File: src/rtl/pxcor_pkg.sv
package pxcor_pkg;
  typedef logic [1:0] wsel_t;

  // number of upper bits dropped from a bus word for a width select
  function automatic logic [1:0] trim_of(wsel_t sel);
    case (sel)
      2'd0:    trim_of = 2'd2;
      2'd1:    trim_of = 2'd1;
      default: trim_of = 2'd0;
    endcase
  endfunction
endpackage

File: src/rtl/pxcor_bus_delay.sv
module pxcor_bus_delay #(
  parameter int W     = 8,
  parameter int DEPTH = 3
) (
  input  logic         clk,
  input  logic         rst_n,
  input  logic         adv,
  input  logic [W-1:0] d,
  output logic [W-1:0] q
);
  logic [W-1:0] stg [DEPTH];

  for (genvar i = 0; i < DEPTH; i++) begin : g_stg
    always_ff @(posedge clk or negedge rst_n) begin
      if (!rst_n)   stg[i] <= '0;
      else if (adv) stg[i] <= (i == 0) ? d : stg[(i == 0) ? 0 : i - 1];
    end
  end

  assign q = stg[DEPTH-1];
endmodule

File: src/rtl/pxcor_sub_stage.sv
module pxcor_sub_stage #(
  parameter int PIX_W   = 12,
  parameter int OFF_W   = 10,
  parameter int CARRY_W = 8
) (
  input  logic               clk,
  input  logic               rst_n,
  input  logic               adv,
  input  logic               in_valid,
  input  logic [PIX_W-1:0]   in_data,
  input  logic [OFF_W-1:0]   off,
  input  logic [CARRY_W-1:0] carry_in,
  output logic               v,
  output logic [PIX_W-1:0]   diff,
  output logic [CARRY_W-1:0] carry_out
);
  localparam int EW = ((PIX_W > OFF_W) ? PIX_W : OFF_W) + 1;

  logic [EW-1:0]    a_ext, b_ext, d_ext;
  logic [PIX_W-1:0] d_clamped;

  always_comb begin
    a_ext     = EW'(in_data);
    b_ext     = EW'(off);
    d_ext     = a_ext - b_ext;
    d_clamped = (a_ext >= b_ext) ? d_ext[PIX_W-1:0] : '0;
  end

  always_ff @(posedge clk or negedge rst_n) begin
    if (!rst_n) begin
      v         <= 1'b0;
      diff      <= '0;
      carry_out <= '0;
    end else if (adv) begin
      v         <= in_valid;
      diff      <= d_clamped;
      carry_out <= carry_in;
    end
  end
endmodule

File: src/rtl/pxcor_gain_stage.sv
module pxcor_gain_stage #(
  parameter int PIX_W  = 12,
  parameter int GAIN_W = 12,
  parameter int GSEL_W = 3
) (
  input  logic              clk,
  input  logic              rst_n,
  input  logic              adv,
  input  logic              v1,
  input  logic [PIX_W-1:0]  d1,
  input  logic [GAIN_W-1:0] gcode1,
  input  logic [GSEL_W-1:0] gsel1,
  input  logic [1:0]        gtrim1,
  output logic              v2,
  output logic [PIX_W-1:0]  d2,
  output logic [GAIN_W-1:0] gcode2,
  output logic              out_valid,
  output logic [PIX_W-1:0]  out_data
);
  localparam int MW  = GSEL_W + 1;
  localparam int PW  = PIX_W + GAIN_W + MW;
  localparam int SHW = $clog2(GAIN_W + 1);

  logic [MW-1:0]  mult1;
  logic [PW-1:0]  prod2, inc2;
  logic [PW:0]    sum2;
  logic [1:0]     trim2;
  logic [SHW-1:0] shamt2;
  logic [PIX_W-1:0] sat2;

  assign mult1 = MW'(gsel1) + MW'(1);

  always_ff @(posedge clk or negedge rst_n) begin
    if (!rst_n) begin
      v2     <= 1'b0;
      d2     <= '0;
      gcode2 <= '0;
      prod2  <= '0;
      trim2  <= '0;
    end else if (adv) begin
      v2     <= v1;
      d2     <= d1;
      gcode2 <= gcode1;
      prod2  <= PW'(d1) * PW'(gcode1) * PW'(mult1);
      trim2  <= gtrim1;
    end
  end

  always_comb begin
    shamt2 = SHW'(GAIN_W) - SHW'(trim2);
    inc2   = prod2 >> shamt2;
    sum2   = (PW+1)'(d2) + (PW+1)'(inc2);
    sat2   = (sum2[PW:PIX_W] != '0) ? {PIX_W{1'b1}} : sum2[PIX_W-1:0];
  end

  always_ff @(posedge clk or negedge rst_n) begin
    if (!rst_n) begin
      out_valid <= 1'b0;
      out_data  <= '0;
    end else if (adv) begin
      out_valid <= v2;
      out_data  <= sat2;
    end
  end
endmodule

File: src/rtl/pxcor_offset_gain.sv
module pxcor_offset_gain
  import pxcor_pkg::*;
#(
  parameter int PIX_W    = 12,
  parameter int OFF_W    = 10,
  parameter int GAIN_W   = 12,
  parameter int GSEL_W   = 3,
  parameter int BUS_LEAD = 3
) (
  input  logic              clk,
  input  logic              rst_n,
  input  logic              in_valid,
  output logic              in_ready,
  input  logic [PIX_W-1:0]  in_data,
  input  logic [OFF_W-1:0]  off_bus,
  input  logic [GAIN_W-1:0] gain_bus,
  input  logic [1:0]        cfg_off_w,
  input  logic [1:0]        cfg_gain_w,
  input  logic [GSEL_W-1:0] cfg_gmax,
  output logic              out_valid,
  input  logic              out_ready,
  output logic [PIX_W-1:0]  out_data
);
  localparam int CARRY_W = 2 + GSEL_W + GAIN_W;
  localparam int TAP_W   = CARRY_W + OFF_W;

  logic                adv;
  logic [OFF_W-1:0]    off_m;
  logic [GAIN_W-1:0]   gain_m;
  logic [TAP_W-1:0]    tap_in, tap_out;
  logic [OFF_W-1:0]    tap_off;
  logic [CARRY_W-1:0]  tap_carry, s1_carry;
  logic                s1_v, s2_v;
  logic [PIX_W-1:0]    s1_diff, s2_diff;
  logic [GAIN_W-1:0]   s1_gcode, s2_gcode;
  logic [GSEL_W-1:0]   s1_gsel;
  logic [1:0]          s1_gtrim;

  // the whole pipe moves unless the output word is refused
  assign adv      = !out_valid || out_ready;
  assign in_ready = adv;

  assign off_m  = off_bus  & ({OFF_W{1'b1}}  >> trim_of(cfg_off_w));
  assign gain_m = gain_bus & ({GAIN_W{1'b1}} >> trim_of(cfg_gain_w));
  assign tap_in = {trim_of(cfg_gain_w), cfg_gmax, gain_m, off_m};

  pxcor_bus_delay #(.W(TAP_W), .DEPTH(BUS_LEAD)) u_bus_delay (
    .clk(clk), .rst_n(rst_n), .adv(adv), .d(tap_in), .q(tap_out)
  );

  assign tap_off   = tap_out[OFF_W-1:0];
  assign tap_carry = tap_out[TAP_W-1:OFF_W];

  pxcor_sub_stage #(.PIX_W(PIX_W), .OFF_W(OFF_W), .CARRY_W(CARRY_W)) u_sub (
    .clk(clk), .rst_n(rst_n), .adv(adv),
    .in_valid(in_valid && in_ready), .in_data(in_data), .off(tap_off),
    .carry_in(tap_carry), .v(s1_v), .diff(s1_diff), .carry_out(s1_carry)
  );

  assign s1_gcode = s1_carry[GAIN_W-1:0];
  assign s1_gsel  = s1_carry[GAIN_W +: GSEL_W];
  assign s1_gtrim = s1_carry[CARRY_W-1 -: 2];

  pxcor_gain_stage #(.PIX_W(PIX_W), .GAIN_W(GAIN_W), .GSEL_W(GSEL_W)) u_gain (
    .clk(clk), .rst_n(rst_n), .adv(adv),
    .v1(s1_v), .d1(s1_diff), .gcode1(s1_gcode), .gsel1(s1_gsel), .gtrim1(s1_gtrim),
    .v2(s2_v), .d2(s2_diff), .gcode2(s2_gcode),
    .out_valid(out_valid), .out_data(out_data)
  );
endmodule

File: config.mk
export PLATFORM = sky130hd
export DESIGN_NAME = pxcor_offset_gain
export DESIGN_NICKNAME = d
export VERILOG_FILES = /design/src/rtl/pxcor_pkg.sv /design/src/rtl/pxcor_bus_delay.sv /design/src/rtl/pxcor_sub_stage.sv /design/src/rtl/pxcor_gain_stage.sv /design/src/rtl/pxcor_offset_gain.sv
export SDC_FILE = /design/constraint.sdc
export NUM_CORES = 1
export LEC_CHECK = 0
export BUFFER_PORTS_ARGS = -buffer_cell sky130_fd_sc_hd__buf_4
export CAP_MARGIN = 20
export CORE_MARGIN = 8
export CORE_UTILIZATION = 35
export CTS_BUF_LIST = sky130_fd_sc_hd__clkbuf_16
export CTS_CLUSTER_SIZE = 10
export DETAILED_ROUTE_END_ITERATION = 8
export GPL_ROUTABILITY_DRIVEN = 0
export PLACE_DENSITY = 0.51
export SETUP_SLACK_MARGIN = 0.1
export SYNTH_ARGS = -nofsm -noshare
export SYNTH_HDL_FRONTEND = slang
export SYNTH_SLANG_ARGS = --single-unit
File: constraint.sdc
create_clock -name clk -period 11.44 [get_ports clk]
set_input_delay 0.572 -clock clk [delete_from_list [all_inputs] [get_ports clk]]
set_output_delay 0.572 -clock clk [all_outputs]
set_load 0.005 [all_outputs]
== Yosys cells after proc, flatten, opt, wreduce, memory -nomap -nowiden ==
Index checks and enable logic that the tools add are counted.

* Flip-flop bits (word level): 167
* Bits of input ports: 45
* Output and inout bits: 14
* Word-level logic and storage cells: 36

* Add/sub/neg operators: 4
* $mul: 2
* Magnitude comparators: 1
* Equality and inequality tests: 2
* Shift-type cells: 3
* Muxes and demuxes: 4
* Bitwise operators: 2
* Reductions and logical operators: 6

{| class="wikitable"
|+ Operators with widths
! kind !! count
|-
| $add A12 B28 Y29 || 1
|-
| $mul A24 B4 Y28 || 1
|-
| $shr A28 B4 Y28 || 1
|-
| $mul A12 B12 Y24 || 1
|-
| $mux W12 || 2
|-
| $reduce_bool A17 Y1 || 1
|-
| $and A12 B12 Y12 || 1
|-
| $ge A12 B10 Y1 || 1
|-
| $shr A12 B2 Y12 const A || 1
|-
| $sub A12 B10 Y12 || 1
|-
| $and A10 B10 Y10 || 1
|-
| $shr A10 B2 Y10 const A || 1
|-
| $pmux W2 S2 || 2
|-
| $add A3 B1 Y4 const B || 1
|-
| $eq A2 B1 Y1 const B || 2
|-
| $logic_not A2 Y1 || 2
|-
| $sub A3 B3 Y4 const A || 1
|-
| $logic_and A1 B1 Y1 || 1
|-
| $logic_not A1 Y1 || 1
|-
| $logic_or A1 B1 Y1 || 1
|}

== Logic depth before layout (Yosys ltp) ==
* Word-level depth: 5
* Depth in mapped cells: 35
* Mapped depth without buffers: 33

== Hierarchy ==
A second synthesis with hierarchy kept.

* Cell total of the unflattened synthesis: 1621
* Area total of the unflattened synthesis: 16276.9 sq um

{| class="wikitable"
|+ By module, submodules not included
! module !! instances !! cells an instance !! area an instance (sq um)
|-
| pxcor_gain_stage || 1 || 1254 || 10887.9
|-
| pxcor_bus_delay || 1 || 198 || 3613.5
|-
| pxcor_sub_stage || 1 || 159 || 1709.1
|-
| pxcor_offset_gain || 1 || 10 || 66.3
|}

== Least setup slack after synthesis ==
OpenSTA, ideal clock, no wires.

* Kind: flip-flop to flip-flop
* Start: register u_sub.diff[0]
* End: register u_gain.prod2[26]
* Setup time: 0.135 ns
* Arrival: 8.044 ns
* Setup slack: 3.261 ns
* Cell stages (with the launch flop): 33
* Buffers on the path: 2
* Cell sequence: dfrtp_1 > clkbuf_1 > nand2_1 > fa_1 > fa_1 > inv_1 > fa_1 > fa_1 > inv_1 > fa_1 > inv_1 > ha_1 > clkbuf_1 > a21o_1 > a21o_1 > a21oi_1 > nand2_1 > o21a_1 > a311oi_1 > xnor2_1 > nand2_1 > fa_1 > fa_1 > inv_1 > ha_1 > a21oi_1 > nand2_1 > a41o_1 > a21oi_1 > o2111ai_1 > o31ai_1 > xor2_1 > o21ai_0

* Cells in the longest elaborated chain, start to end: 2

{| class="wikitable"
|+ Ends and longest elaborated chain
! what !! RTL line !! text
|-
| start: declaration || pxcor_sub_stage.sv:14 || <nowiki>output logic [PIX_W-1:0] diff,</nowiki>
|-
| start signal: assignment || pxcor_sub_stage.sv:36 || <nowiki>diff <= d_clamped;</nowiki>
|-
| $mul A12 B12 Y24 || pxcor_gain_stage.sv:44 || <nowiki>prod2 <= PW'(d1) * PW'(gcode1) * PW'(mult1);</nowiki>
|-
| $mul A24 B4 Y28 || pxcor_gain_stage.sv:44 ||
|-
| end signal: assignment || pxcor_gain_stage.sv:44 ||
|-
| end: declaration || pxcor_gain_stage.sv:25 || <nowiki>logic [PW-1:0] prod2, inc2;</nowiki>
|}

Every way passes these cells.
A chain may end at the register's enable or synchronous reset.

== Worst setup path after layout ==
Ends and elaborated chain as after synthesis.

==> summary.md <==
| Metric | Value |
|---|---|
| Dominant cells by area after synthesis | dfrtp_1 (26%), fa_1 (19%), nand2_1 (11%), ha_1 (9.5%), inv_1 (5.3%) |
| Final Max Tran Viols | 0 |
| # clock sinks | between 150 and 200 |
| Final worst slack | 2.64 ns |
| Post-CTS setup buffers | 0 |
| Leading area contributor after synthesis | dfrtp_1 |
| Setup TNS | 0 ns |
| Register Area | 0.00398 mm² |
| Clock root buffer | clkbuf_16 |
| Number of DRC markers in iteration 0 | 717 |
| Clock Tree Buf Depth | 2 |
| Peak fanout along the critical path | 16 |
| Die height | 225 µm |
| CTS H-tree lvls | 4 |
| WL/cell | 14.9 µm |
| Final hold violation count | 0 |
| Largest net degree at the start of global routing | 83 |
| Slowest stage cell on the critical path | dfrtp_1 |
| Hold crit path type | input pin to async pin |
| Post-Syn Nets | between 2000 and 2500 |
| Initial antenna violation count | 0 |
| Synth unique cells | 76 |
| EDFF count, synth | 0 |
| Sequential area share after synthesis | about a quarter |
| Die X | between 200 and 250 µm |
| Initial core utilization | 35.4% |
| Number of remaining DRC errors | 0 |
| DRT antenna net count | 0 |
| I/O pins | 59 |
| Fin util | 38.9% |
| Total CTS buffers | 17 |
| CP Capture Type | register |
| Fillers | between 4000 and 5000 |
| Vias per std cell | 4.89 |
| Slew headroom | 38.6% |
| Measured slew at the worst slew-check pin | 0.921 ns |
| Hold_buf cts | 0 |
| Core ar. | 0.0430 mm² |
| Vias in the first global route | 12300 |
| FFs w/ async S/R, synth | 100% |
| Tot GR Track Use | 14.9% |
| CP Class | register to register |
| Pre-Repair DR Iteration Count | 5 |
| Via count | 11700 |
| # rows | 76 |
| Skew-Pair Late Insertion Delay | roughly 0.44 ns |
| Overflow after GRT | 0 |
| Synthesized flop and latch total | roughly 160 |
| Period utilization | 76.9% |
| CP required | 11.74 ns |
| Area Growth Syn to Fin | 9.96% |
| # nets final | 2107 |
| Syn. warnings | 0 |
| Final setup viols | 0 |
| Clock slew at reported path FFs | 0.07 ns |
| F_max | 0.114 GHz |
| Crit start category | register |
| WP data arrival | 9.09 ns |
| Clock skew | 0.00822 ns |
| Die ar. | 0.0504 mm² |
| Outcome | complete, no violations |
| Worst path max stage delay | 0.69 ns |
| Port bufs | 58 |
| Total Wirelength | 35700 µm |
| Synthesized instance count | 1799 |
| Count leader, synth | nand2_1 |
| Maxcap violations | 0 |
| First-pass GRT wire length | 61700 µm |
| Fin crit period | 8.80 ns |
| Final antenna diode count | 0 |
| Post-route insts no fill | 2399 |
| Inst Count DP | approximately 2400 |
| PostCTS Resize Cnt | 0 |
| Post-Place Setup Slack | 2.66 ns |
| TritonCTS clock tree | built |
| Synth top cells by count | nand2_1 (465), inv_1 (213), dfrtp_1 (159), fa_1 (145), ha_1 (116) |
| Multi-input logic area | roughly 0.01 mm² |
| Top FF cell, synth | dfrtp_1 |
| Hpwl dp | 27500 µm |
| Setup repair after global routing missed its margin | false |
| Synthesized area per cell | 8.46 µm² |
| Syn Std Cell Area | 0.0152 mm² |
| Most frequent cell on the critical path | fa_1 |
| Layout cells sized above 1 | under 10% |
| Yosys top cell area share | 26.1% |
==> state kept, by name (all words and copies together), names as in the netlist <==
register          flops
u_gain.out_data      12
u_sub.v               1
u_sub.diff           12
u_gain.v2             1
u_gain.out_valid      1
u_sub.carry_out      17
u_gain.trim2          2
u_bus_delay.stg      54
u_gain.prod2         20
u_gain.d2            12
u_bus_delay.q        27
==> final timing paths <==
path                                                  from                         endpoint  slack, ns  cells after the start
setup / recovery                 u_sub.diff[0]$_DFFE_PN0N_     u_gain.prod2[26]$_DFFE_PN0N_       2.64                     29
hold / removal                                       rst_n     u_bus_delay.q[4]$_DFFE_PN0N_       0.16                      1
setup reg to reg                 u_sub.diff[0]$_DFFE_PN0N_     u_gain.prod2[26]$_DFFE_PN0N_       2.64                     29
hold reg to reg            u_bus_delay.stg[36]$_DFFE_PN0N_  u_bus_delay.stg[36]$_DFFE_PN0N_       0.47                      2
max in group asynchronous                            rst_n     u_gain.prod2[11]$_DFFE_PN0N_      10.17                      3
min in group clk                               gain_bus[9]  u_bus_delay.stg[73]$_DFFE_PN0N_       0.32                      3
==> layout by cell type (no fill, tap or decap), types with 6 or more instances in the layout <==
cell type  instances
nand4_1            6
o21a_1            10
o31ai_1            7
ha_1             116
and2_1            75
or2_2              7
a21oi_1           66
nand2_1          465
nor3_1            15
a31oi_1            6
fa_1             145
nand2b_1          15
nor2b_1           11
a22o_1            11
buf_4             67
nand3_1           19
xnor2_1           32
mux2i_1           25
nor2_1           100
dfrtp_1          159
o21ai_0           46
a21o_1            17
nor4_1             6
clkbuf_16         17
and3_1            16
inv_1            212
xor2_1            22
mux2_2            16
o22a_1            12
==> per-layer routing <==
metal	wire, µm	global-route usage (%)	vias to the layer above
met5	0	0	-
met4	620	4.03	0
met3	1170	2.45	37
met2	16700	24.7	158
met1	17200	20.0	5818
li1	-	-	5729
==> critical path: cells and delay by family, from the launching register on <==
| family | cells | cell delay [ns] |
|---|---|---|
| and+or+nand+nor | 5 | 0.64 |
| buffers and inverters | 4 | 0.18 |
| adders and majority gates | 9 | 4.43 |
| DFF | 1 | 0.69 |
| AOI/OAI and AO/OA | 9 | 2.30 |
| xor gates and xnor gates | 2 | 0.40 |
==> cell families (layout without fill, tap and decap cells) <==
group | after synthesis | count (layout) | share of synthesized area [%]
AOI/OAI and AO/OA | 226 | 226 | 9.76
adders and majority gates | 261 | 261 | 28.6
xor gates and xnor gates | 54 | 54 | 3.11
muxes | 44 | 44 | 3.15
and+or+nand+nor | 754 | 754 | 21.6
DFF | 159 | 159 | 26.1
buffers and inverters | 301 | 316 | 7.62
==> layout make-up <==
cell class / count / share of cell area [%]
inverters: 215 / 4.84
clock inverters: 15 / 0.957
multi-input cells: 1339 / 60.3
repair buffers: 69 / 3.24
flip-flops and latches: 159 / 23.8
well taps: 585 / 4.37
clock buffers: 17 / 2.54
==> per-stage QoR <==
stage	hold WS (ns)	instance area [µm²]
CTS	0.187	16700
global placement	0.450	16100
detailed placement	0.453	16100
floorplan	0.276	15200
global route	0.217	16700
finish	0.165	16700
Power is left out: the tool's default activity adds up to more than one toggle a clock period on the data nets, which glitch-free logic cannot reach.
